===== src/rtl/dmareg_pkg.sv =====
package dmareg_pkg;
   localparam int OFS_CTL0 = 'h00;
   localparam int OFS_CTL1 = 'h04;
   localparam int OFS_CTL2 = 'h08;
   localparam int OFS_CTL3 = 'h0C;
   localparam int OFS_STS0 = 'h10;
   localparam int OFS_STS1 = 'h14;
   localparam int OFS_STS2 = 'h18;

   localparam int GROUP_LANES = 8;   // channels per register group
   localparam int FIELD_W     = 4;   // control field stride
   localparam int DIR_POS     = 2;   // direction bit inside a field
   localparam int ERR_LSB     = 8;   // error flags in status word
   localparam int STATE_LSB   = 16;  // activity codes in status word
   localparam int HI_EN_SKIP  = 8;   // enable offset for upper group

   typedef enum logic [1:0] {
      MODE_OFF    = 2'd0,
      MODE_CHAIN  = 2'd1,
      MODE_SINGLE = 2'd2,
      MODE_KEEP   = 2'd3
   } xfer_mode_e;

   function automatic int en_pos(input int ch);
      return (ch < GROUP_LANES) ? ch : ch + HI_EN_SKIP;
   endfunction
endpackage


===== src/rtl/dmareg_ctl_bank.sv =====
module dmareg_ctl_bank
   import dmareg_pkg::*;
#(
   parameter int LANES = 8
) (
   input  logic                 clk,
   input  logic                 rst_n,
   input  logic                 wr_en,
   input  logic [31:0]          wdata,
   output logic [2*LANES-1:0]   mode_o,
   output logic [LANES-1:0]     dir_o,
   output logic [31:0]          rd_o
);
   if (LANES < 1 || LANES > GROUP_LANES) begin : g_bad_lanes
      $error("dmareg_ctl_bank: LANES must be 1..8");
   end

   logic unused_wdata;
   assign unused_wdata = ^wdata;

   for (genvar k = 0; k < LANES; k++) begin : g_lane
      localparam int FLSB = FIELD_W * k;
      xfer_mode_e mode_q;
      logic       dir_q;
      logic [1:0] new_mode;

      assign new_mode = wdata[FLSB +: 2];

      always_ff @(posedge clk) begin
         if (!rst_n) begin
            mode_q <= MODE_OFF;
            dir_q  <= 1'b0;
         end else if (wr_en) begin
            dir_q <= wdata[FLSB + DIR_POS];
            if (new_mode != MODE_KEEP)
               mode_q <= xfer_mode_e'(new_mode);
         end
      end

      assign mode_o[2*k +: 2] = mode_q;
      assign dir_o[k]         = dir_q;

      // keep code leaves the mode untouched
      a_r3_keep_mode: assert property (@(posedge clk) disable iff (!rst_n)
         (wr_en && wdata[FLSB +: 2] == 2'b11) |=> $stable(mode_o[2*k +: 2]));
      // direction follows the written bit
      a_r2_dir_follows: assert property (@(posedge clk) disable iff (!rst_n)
         wr_en |=> dir_o[k] == $past(wdata[FLSB + DIR_POS]));
      // without a write the channel settings hold
      a_r2_hold: assert property (@(posedge clk) disable iff (!rst_n)
         !wr_en |=> $stable(mode_o[2*k +: 2]) && $stable(dir_o[k]));
   end

   always_comb begin
      rd_o = '0;
      for (int k = 0; k < LANES; k++) begin
         rd_o[FIELD_W*k +: 2]         = mode_o[2*k +: 2];
         rd_o[FIELD_W*k + DIR_POS]    = dir_o[k];
      end
   end
endmodule


===== src/rtl/dmareg_stat_bank.sv =====
module dmareg_stat_bank
   import dmareg_pkg::*;
#(
   parameter int LANES = 8
) (
   input  logic                 clk,
   input  logic                 rst_n,
   input  logic [LANES-1:0]     done_i,
   input  logic [LANES-1:0]     err_i,
   input  logic [2*LANES-1:0]   state_i,
   input  logic                 clr_en,
   input  logic [31:0]          wdata,
   output logic [LANES-1:0]     pend_o,
   output logic [LANES-1:0]     errf_o,
   output logic [31:0]          rd_o
);
   if (LANES < 1 || LANES > GROUP_LANES) begin : g_bad_lanes
      $error("dmareg_stat_bank: LANES must be 1..8");
   end

   logic unused_wdata;
   assign unused_wdata = ^wdata;

   logic [LANES-1:0] clr_pend, clr_err;
   logic [LANES-1:0] pend_q, err_q;

   assign clr_pend = clr_en ? wdata[0 +: LANES]       : '0;
   assign clr_err  = clr_en ? wdata[ERR_LSB +: LANES] : '0;

   // set terms are applied after the clear, so a set in the same cycle wins
   always_ff @(posedge clk) begin
      if (!rst_n) begin
         pend_q <= '0;
         err_q  <= '0;
      end else begin
         pend_q <= (pend_q & ~clr_pend) | done_i | err_i;
         err_q  <= (err_q  & ~clr_err)  | err_i;
      end
   end

   assign pend_o = pend_q;
   assign errf_o = err_q;

   always_comb begin
      rd_o = '0;
      rd_o[0 +: LANES]           = pend_q;
      rd_o[ERR_LSB +: LANES]     = err_q;
      rd_o[STATE_LSB +: 2*LANES] = state_i;
   end

   for (genvar k = 0; k < LANES; k++) begin : g_chk
      // done sets pending
      a_r6_done_sets: assert property (@(posedge clk) disable iff (!rst_n)
         done_i[k] |=> pend_o[k]);
      // error sets pending and error
      a_r6_err_sets: assert property (@(posedge clk) disable iff (!rst_n)
         err_i[k] |=> pend_o[k] && errf_o[k]);
      // write-1 without a set clears pending
      a_r8_clears: assert property (@(posedge clk) disable iff (!rst_n)
         (clr_en && wdata[k] && !done_i[k] && !err_i[k]) |=> !pend_o[k]);
      // no clear and no set keeps the flag
      a_r8_holds: assert property (@(posedge clk) disable iff (!rst_n)
         (!clr_en && !done_i[k] && !err_i[k]) |=> $stable(pend_o[k]));
      // set wins over a same-cycle clear
      a_r9_set_wins: assert property (@(posedge clk) disable iff (!rst_n)
         (clr_en && wdata[ERR_LSB + k] && err_i[k]) |=> errf_o[k]);
   end
endmodule


===== src/rtl/dmareg_irq_en.sv =====
module dmareg_irq_en
   import dmareg_pkg::*;
#(
   parameter int NUM_CH = 12
) (
   input  logic              clk,
   input  logic              rst_n,
   input  logic              wr_en,
   input  logic [31:0]       wdata,
   input  logic [NUM_CH-1:0] pend_i,
   output logic [31:0]       rd_o,
   output logic              irq_o
);
   logic unused_wdata;
   assign unused_wdata = ^wdata;

   logic [NUM_CH-1:0] en_q;

   for (genvar c = 0; c < NUM_CH; c++) begin : g_en
      localparam int POS = en_pos(c);
      always_ff @(posedge clk) begin
         if (!rst_n)     en_q[c] <= 1'b0;
         else if (wr_en) en_q[c] <= wdata[POS];
      end

      // enabled pending channel drives the line
      a_r10_enabled_fires: assert property (@(posedge clk) disable iff (!rst_n)
         (pend_i[c] && en_q[c]) |-> irq_o);
   end

   always_comb begin
      rd_o = '0;
      for (int c = 0; c < NUM_CH; c++) rd_o[en_pos(c)] = en_q[c];
   end

   assign irq_o = |(pend_i & en_q);

   // no enable means no interrupt
   a_r10_masked_quiet: assert property (@(posedge clk) disable iff (!rst_n)
      (en_q == '0) |-> !irq_o);
endmodule


===== src/rtl/dma_glob_regs.sv =====
module dma_glob_regs
   import dmareg_pkg::*;
#(
   parameter int NUM_CH = 12,
   parameter int ADDR_W = 8
) (
   input  logic                  clk,
   input  logic                  rst_n,
   input  logic                  reg_wr,
   input  logic [ADDR_W-1:0]     reg_addr,
   input  logic [31:0]           reg_wdata,
   output logic [31:0]           reg_rdata,
   input  logic [NUM_CH-1:0]     ch_done,
   input  logic [NUM_CH-1:0]     ch_err,
   input  logic [2*NUM_CH-1:0]   ch_state,
   output logic [2*NUM_CH-1:0]   ch_mode,
   output logic [NUM_CH-1:0]     ch_dir,
   output logic                  irq
);
   localparam int LO_CH = (NUM_CH > GROUP_LANES) ? GROUP_LANES : NUM_CH;
   localparam int HI_CH = NUM_CH - LO_CH;

   if (NUM_CH != 4 && NUM_CH != 8 && NUM_CH != 12) begin : g_bad_ch
      $error("dma_glob_regs: NUM_CH must be 4, 8 or 12");
   end
   if (ADDR_W < 5) begin : g_bad_addr
      $error("dma_glob_regs: ADDR_W too small for the register map");
   end

   logic sel_ctl0, sel_ctl2, sel_ctl3, sel_sts0, sel_sts2;
   assign sel_ctl0 = reg_addr == ADDR_W'(OFS_CTL0);
   assign sel_ctl2 = reg_addr == ADDR_W'(OFS_CTL2);
   assign sel_ctl3 = reg_addr == ADDR_W'(OFS_CTL3);
   assign sel_sts0 = reg_addr == ADDR_W'(OFS_STS0);
   assign sel_sts2 = reg_addr == ADDR_W'(OFS_STS2);

   logic [31:0]       rd_ctl0, rd_ctl2, rd_ctl3, rd_sts0, rd_sts2;
   logic [NUM_CH-1:0] pend_all, errf_all;

   logic unused_errf;
   assign unused_errf = ^errf_all;

   dmareg_ctl_bank #(.LANES(LO_CH)) u_ctl_lo (
      .clk(clk), .rst_n(rst_n), .wr_en(reg_wr && sel_ctl0), .wdata(reg_wdata),
      .mode_o(ch_mode[2*LO_CH-1:0]), .dir_o(ch_dir[LO_CH-1:0]), .rd_o(rd_ctl0));

   dmareg_stat_bank #(.LANES(LO_CH)) u_sts_lo (
      .clk(clk), .rst_n(rst_n),
      .done_i(ch_done[LO_CH-1:0]), .err_i(ch_err[LO_CH-1:0]),
      .state_i(ch_state[2*LO_CH-1:0]),
      .clr_en(reg_wr && sel_sts0), .wdata(reg_wdata),
      .pend_o(pend_all[LO_CH-1:0]), .errf_o(errf_all[LO_CH-1:0]), .rd_o(rd_sts0));

   if (HI_CH > 0) begin : g_hi
      dmareg_ctl_bank #(.LANES(HI_CH)) u_ctl_hi (
         .clk(clk), .rst_n(rst_n), .wr_en(reg_wr && sel_ctl3), .wdata(reg_wdata),
         .mode_o(ch_mode[2*NUM_CH-1:2*LO_CH]), .dir_o(ch_dir[NUM_CH-1:LO_CH]),
         .rd_o(rd_ctl3));

      dmareg_stat_bank #(.LANES(HI_CH)) u_sts_hi (
         .clk(clk), .rst_n(rst_n),
         .done_i(ch_done[NUM_CH-1:LO_CH]), .err_i(ch_err[NUM_CH-1:LO_CH]),
         .state_i(ch_state[2*NUM_CH-1:2*LO_CH]),
         .clr_en(reg_wr && sel_sts2), .wdata(reg_wdata),
         .pend_o(pend_all[NUM_CH-1:LO_CH]), .errf_o(errf_all[NUM_CH-1:LO_CH]),
         .rd_o(rd_sts2));
   end else begin : g_no_hi
      assign rd_ctl3 = '0;
      assign rd_sts2 = '0;
   end

   dmareg_irq_en #(.NUM_CH(NUM_CH)) u_irq (
      .clk(clk), .rst_n(rst_n), .wr_en(reg_wr && sel_ctl2), .wdata(reg_wdata),
      .pend_i(pend_all), .rd_o(rd_ctl2), .irq_o(irq));

   always_comb begin
      if      (sel_ctl0) reg_rdata = rd_ctl0;
      else if (sel_ctl2) reg_rdata = rd_ctl2;
      else if (sel_ctl3) reg_rdata = rd_ctl3;
      else if (sel_sts0) reg_rdata = rd_sts0;
      else if (sel_sts2) reg_rdata = rd_sts2;
      else               reg_rdata = '0;
   end

   // a lower-group write never disturbs the upper group and vice versa
   a_r4_groups_apart: assert property (@(posedge clk) disable iff (!rst_n)
      (reg_wr && sel_ctl0) |=> $stable(ch_mode[2*NUM_CH-1:2*LO_CH]) || (HI_CH == 0));
   // reserved offsets leave all channel settings alone
   a_r12_reserved_write: assert property (@(posedge clk) disable iff (!rst_n)
      (reg_wr && !sel_ctl0 && !sel_ctl3) |=> $stable(ch_mode) && $stable(ch_dir));
endmodule


===== config.mk =====
export PLATFORM = sky130hd
export DESIGN_NAME = dma_glob_regs
export DESIGN_NICKNAME = d
export VERILOG_FILES = /design/src/rtl/dmareg_pkg.sv /design/src/rtl/dmareg_ctl_bank.sv /design/src/rtl/dmareg_stat_bank.sv /design/src/rtl/dmareg_irq_en.sv /design/src/rtl/dma_glob_regs.sv
export SDC_FILE = /design/constraint.sdc
export NUM_CORES = 1
export LEC_CHECK = 0
export BUFFER_PORTS_ARGS = -buffer_cell sky130_fd_sc_hd__buf_2
export CAP_MARGIN = 30
export CORE_ASPECT_RATIO = 0.75
export CORE_UTILIZATION = 53
export CTS_CLUSTER_DIAMETER = 60
export DETAILED_ROUTE_END_ITERATION = 10
export PLACE_DENSITY_LB_ADDON = 0.12
export SLEW_MARGIN = 20
export SYNTH_ARGS = -nofsm -noshare
export SYNTH_HDL_FRONTEND = slang
export SYNTH_HIERARCHICAL = 1
export SYNTH_SLANG_ARGS = --single-unit

===== constraint.sdc =====
create_clock -name clk -period 5.2 [get_ports clk]
set_input_delay 1.04 -clock clk [delete_from_list [all_inputs] [get_ports clk]]
set_output_delay 1.04 -clock clk [all_outputs]
set_load 0.005 [all_outputs]

# ---- Word-level counts from Yosys, hierarchy flattened
# Index checks and enable logic that the tools add are counted.
dict set report totals {
  register_bits 72
  out_inout_bits 69
  elab_cells 95
}
dict set report op_classes {
  n_reduce_logical 19
  n_mux 9
  n_eq_ne 12
  bitwise_logic 15
}
# cell count
set op_table {}
lappend op_table {{$mux W32} 4}
lappend op_table {{$mux W24} 1}
lappend op_table {{$or A8 B8 Y8} 3}
lappend op_table {{$reduce_and A2 Y1} 12}
lappend op_table {{$and A8 B8 Y8} 2}
lappend op_table {{$eq A8 B4 Y1 const B} 2}
lappend op_table {{$eq A8 B5 Y1 const B} 2}
lappend op_table {{$mux W8} 2}
lappend op_table {{$ne A2 B2 Y1 const B} 8}
lappend op_table {{$not A8 Y8} 2}
lappend op_table {{$and A12 B12 Y12} 1}
lappend op_table {{$or A4 B4 Y4} 3}
lappend op_table {{$reduce_or A12 Y1} 1}
lappend op_table {{$and A4 B4 Y4} 2}
lappend op_table {{$logic_not A8 Y1} 1}
lappend op_table {{$mux W4} 2}
lappend op_table {{$not A4 Y4} 2}
lappend op_table {{$logic_and A1 B1 Y1} 5}

# ---- Depth between registers and ports, before layout
dict set report logic_depth {
  ltp_word 7
  mapped_depth 9
}

# ---- Hierarchy
# The synthesis kept the hierarchy.
# mod instances seq_area_each_um2 area_per_inst_um2 cells_per_inst
set by_module_without_submodules {}
lappend by_module_without_submodules {dma_glob_regs 1 0.0 1813.0 248}
lappend by_module_without_submodules {{dmareg_ctl_bank (u_ctl_lo)} 1 480.5 1271.2 120}
lappend by_module_without_submodules {{dmareg_stat_bank (u_sts_lo)} 1 320.3 837.1 90}
lappend by_module_without_submodules {{dmareg_ctl_bank (g_hi.u_ctl_hi)} 1 240.2 748.2 76}
lappend by_module_without_submodules {dmareg_irq_en 1 240.2 661.9 66}
lappend by_module_without_submodules {{dmareg_stat_bank (g_hi.u_sts_hi)} 1 160.2 529.3 61}

# ---- Worst setup path before layout
# Ideal clock, no wire load.
dict set report synth_timing {
  path_type {input-to-output}
  from {in reg_addr[2]}
  to {out reg_rdata[30]}
  path_stages 7
  t_arrival_ns 2.102
  path_slack_ns 2.058
  path_cell_list {buf_6 > or3_1 > buf_2 > buf_6 > nor4_1 > a2bb2oi_1 > a21oi_2}
}
dict set report synth_between {
  elab_chain_cells 5
}
# element line_no
set synth_lines {}
lappend synth_lines {{start: declaration} dma_glob_regs.sv:10} ;# input logic [ADDR_W-1:0] reg_addr,
lappend synth_lines {{$eq A8 B5 Y1} dma_glob_regs.sv:34} ;# assign sel_sts0 = reg_addr == ADDR_W'(OFS_STS0);
lappend synth_lines {{$mux W32} dma_glob_regs.sv:80} ;# else if (sel_sts0) reg_rdata = rd_sts0;
lappend synth_lines {{$mux W32} dma_glob_regs.sv:79} ;# else if (sel_ctl3) reg_rdata = rd_ctl3;
lappend synth_lines {{$mux W32} dma_glob_regs.sv:78} ;# else if (sel_ctl2) reg_rdata = rd_ctl2;
lappend synth_lines {{$mux W32 (*)} dma_glob_regs.sv:77} ;# if (sel_ctl0) reg_rdata = rd_ctl0;
lappend synth_lines {{end: declaration} dma_glob_regs.sv:12} ;# output logic [31:0] reg_rdata,
# Every way passes the cells marked *; elsewhere a longest branch is shown, timed or not.

# ---- Final worst setup path
dict set report layout_timing {
  from {in reg_addr[3]}
  to {out reg_rdata[3]}
}
dict set report layout_between {
  elab_chain_cells 6
}
# element line_no
set layout_lines {}
lappend layout_lines {{$eq A8 B5 Y1} dma_glob_regs.sv:35} ;# assign sel_sts2 = reg_addr == ADDR_W'(OFS_STS2);
lappend layout_lines {{$mux W24} dma_glob_regs.sv:81} ;# else if (sel_sts2) reg_rdata = rd_sts2;
lappend layout_lines {{$mux W32} dma_glob_regs.sv:80}
lappend layout_lines {{$mux W32} dma_glob_regs.sv:79}
lappend layout_lines {{$mux W32} dma_glob_regs.sv:78}
lappend layout_lines {{$mux W32 (*)} dma_glob_regs.sv:77}
# Marked as above.

==> out/results.txt <==
Share of layout cells above drive strength 1 = 35.2%
DP Area = 0.00565 mm^2
DRT met1 WL = 7410 um
Non-Filler Instances = 838
Nets = 789
Number of global-route vias before repair = 4519
Part of the power in registers = 42.0%
Sequential cell area = 0.00144 mm^2
Row count = 32
Final WL = 15700 um
Final non-filler cell area = 0.00594 mm^2
CP Class = input port to primary output
Synth Warn # = 6
Routed wl met3 = 1180 um
Fillers = 1010
Relative slew margins = 41.7%
Util after Layout = 56.4%
Internal Pwr Total = 1.02 mW
Initial Util = 55.7%
Io pins = 160
Antenna-violating nets left = 0
CORE AREA = 0.0105 mm^2
CTS Buf Count = 9
Met2 routed WL = 7020 um
WL/cell = 18.8 um
PD cells = 231 mW/mm^2
Slew Limit Fails = 0
Pleak = 2.64 nW
Via count = 4822
Die Ht = 93.1 um
Initial DRC count = 487
Sw Share = 25.5%
CTS tree = done
Gpl congestion = 0.781
Post-Syn Area per Cell = 8.87 um^2
Setup TNS = 0 ns
Total gr overflow = 0
Comb power frac = 12.8%
Peak supply drop = 0.173 mV
Highest layer used for signal routing = met4
Clock power share = 45.2%
Post-Route Skew = 0 ns
CP endpoint kind = primary output
Mux cell area share after synthesis = 10.1%
Drt pass-1 iters = 7
IO Port Bufs = 156
H-tree levels = 3
Min Tclk post-route = 4.21 ns
Initial antenna violation count = 0
Post-Synth Simple-Gate Area = 12.5%
Hold crit path type = flip-flop to flip-flop
Final setup violation count = 0
Setup ws final = 0.988 ns
FF-to-FF Start = u_sts_lo/pend_o[4]
First-pass GRT wire length = 23800 um
Yosys reg bits = 72
Syn Std Cell Area = 0.00586 mm^2
Status = complete, no violations
Largest net degree at the start of global routing = 60
Switching power = 350 uW
DRC = 0
Worst-path clk slew = 0.06 ns
Seq/Total Area, Yosys = 24.6%
# Post-CTS Setup Buffers = 0
Post-synth EDFFs = 0
Top post-synthesis cells by area = dfxtp_1, buf_4, nor2b_1
Synth top area share = 24.6%
Largest area contributor in the netlist = dfxtp_1
CP Launch Type = input port
Max-cap viol count = 0
GRT Util Overall = 27.2%
TritonCTS Sinks = 72
Die width = 123 um
Adder-cell area share of the yosys netlist = 0%
HP Start = g_hi.u_ctl_hi/g_lane[3].dir_q
Dpl hpwl = 10900 um
Ys async rst share = 0%
Fraction of the mapped netlist area in compound gates = 25.7%
Footprint of the multi-input gates = 0.00308 mm^2
CP Max Fanout = 31
Cells after Synth = 661
Number of diodes = 0
Clk root buf = clkbuf_16
Top FF cell, synth = dfxtp_1
Placed cells = 823
Pre-CTS setup slack = 1.02 ns
Die footprint = 0.0115 mm^2
Max Fclk = 237 MHz
Critical Path AT = 3.17 ns
Crit path launch = reg_addr[3]
CTS hold repair buffers = 0
Main combinational cell family by area after synthesis = buffers and inverters
Distinct cells, synth = 48
Clock Latency Late Sink = 0.34 ns
CTS resizes = 0
Detailed-route vias per instance = 5.75
RSZ-0062 raised after global routing = false
Period Utilization, post-route = 81.0%
Required time of the critical path = 4.16 ns
Clock buffer depth = 2
Worst Tran Pin Value = 0.875 ns
Synth Area in XOR/XNOR = 0%
Number of hold violations in the final report = 0
Area Growth Syn to Fin = 1.35%
-- per-layer routing --
layer | GRT usage, % | vias up
met4 | 6.63 | 0
met2 | 42.4 | 225
li1 | - | 2266
met3 | 6.28 | 13
met1 | 37.7 | 2318
met5 | 0 | -
-- placed cells by master, fill, tap and decap left out, types with 8 or more instances in the layout --
| cell type | instances |
|---|---|
| a21oi_1 | 15 |
| a21oi_2 | 12 |
| a222oi_1 | 26 |
| a22o_1 | 8 |
| a31oi_1 | 12 |
| buf_2 | 156 |
| buf_4 | 10 |
| clkbuf_16 | 9 |
| conb_1 | 64 |
| dfxtp_1 | 72 |
| inv_1 | 14 |
| mux2_2 | 27 |
| mux2i_1 | 29 |
| nand2_1 | 14 |
| nor2b_1 | 68 |
| o21ai_0 | 23 |
| o21ai_1 | 14 |
| o221a_1 | 10 |
| o221a_2 | 14 |
| o22ai_1 | 32 |
| o31a_1 | 12 |
-- per-stage QoR --
step	power, mW	hold slack [ns]
2_1_floorplan	0.748	0.499
5_1_grt	1.42	0.564
4_1_cts	1.37	0.543
3_3_place_gp	0.753	0.521
6_report	1.37	0.541
3_5_place_dp	0.759	0.531
-- kinds of logic (layout without fill, tap and decap cells) --
logic type	after synthesis	after routing
muxes	56	56
AOI/OAI and AO/OA	197	197
buffers and inverters	218	199
DFF	72	72
other	4	64
and+or+nand+nor	114	114
-- layout make-up --
cell class	instances	area share [%]
multi-input combinational	431	51.8
clock buffer	11	4.09
inverter	16	1.05
timing repair buffer	168	15.1
tap	136	2.86
clock inverter	4	0.758
sequential	72	24.3
-- sequential cells by signal (all words and copies together) (netlist names), 8 cells and up --
| register | cells |
|---|---|
| g_hi.u_ctl_hi/g_lane.mode_q | 8 |
| u_ctl_lo/g_lane.dir_q | 8 |
| u_ctl_lo/g_lane.mode_q | 16 |
| u_irq/rd_o | 12 |
| u_sts_lo/errf_o | 8 |
| u_sts_lo/pend_o | 8 |
-- cell usage after synthesis (11+ instances only) --
master	n
buf_4	165
dfxtp_1	72
nor2b_1	68
o22ai_1	32
mux2i_1	29
mux2_2	27
a222oi_1	26
o21ai_0	23
a21oi_1	15
inv_1	14
nand2_1	14
o21ai_1	14
o221a_2	14
buf_2	13
a21oi_2	12
a31oi_1	12
o31a_1	12
buf_6	11
-- power groups by stage --
stage	clock, mW	sequential [mW]	combinational [mW]
floorplan	0	0.583	0.164
global placement	0	0.587	0.166
detailed placement	0	0.587	0.171
CTS	0.624	0.575	0.172
global route	0.654	0.577	0.191
finish	0.621	0.576	0.176
-- critical path, stage by stage --
cell	delay [ns]
buf_2	0.23
buf_4	0.37
nand4bb_2	0.64
o21ai_0	0.31
a222oi_1	0.12
a21oi_1	0.28
buf_2	0.16
-- final timing paths --
check | endpoint | slack [ns] | depth (start not counted)
setup reg to reg | u_sts_lo/pend_o[4] | 4.34 | 2
hold / removal | g_hi.u_ctl_hi/g_lane[3].dir_q | 0.54 | 2
hold reg to reg | g_hi.u_ctl_hi/g_lane[3].dir_q | 0.54 | 2
setup / recovery | reg_rdata[3] | 0.99 | 7
(Power assumes the default switching activity.)
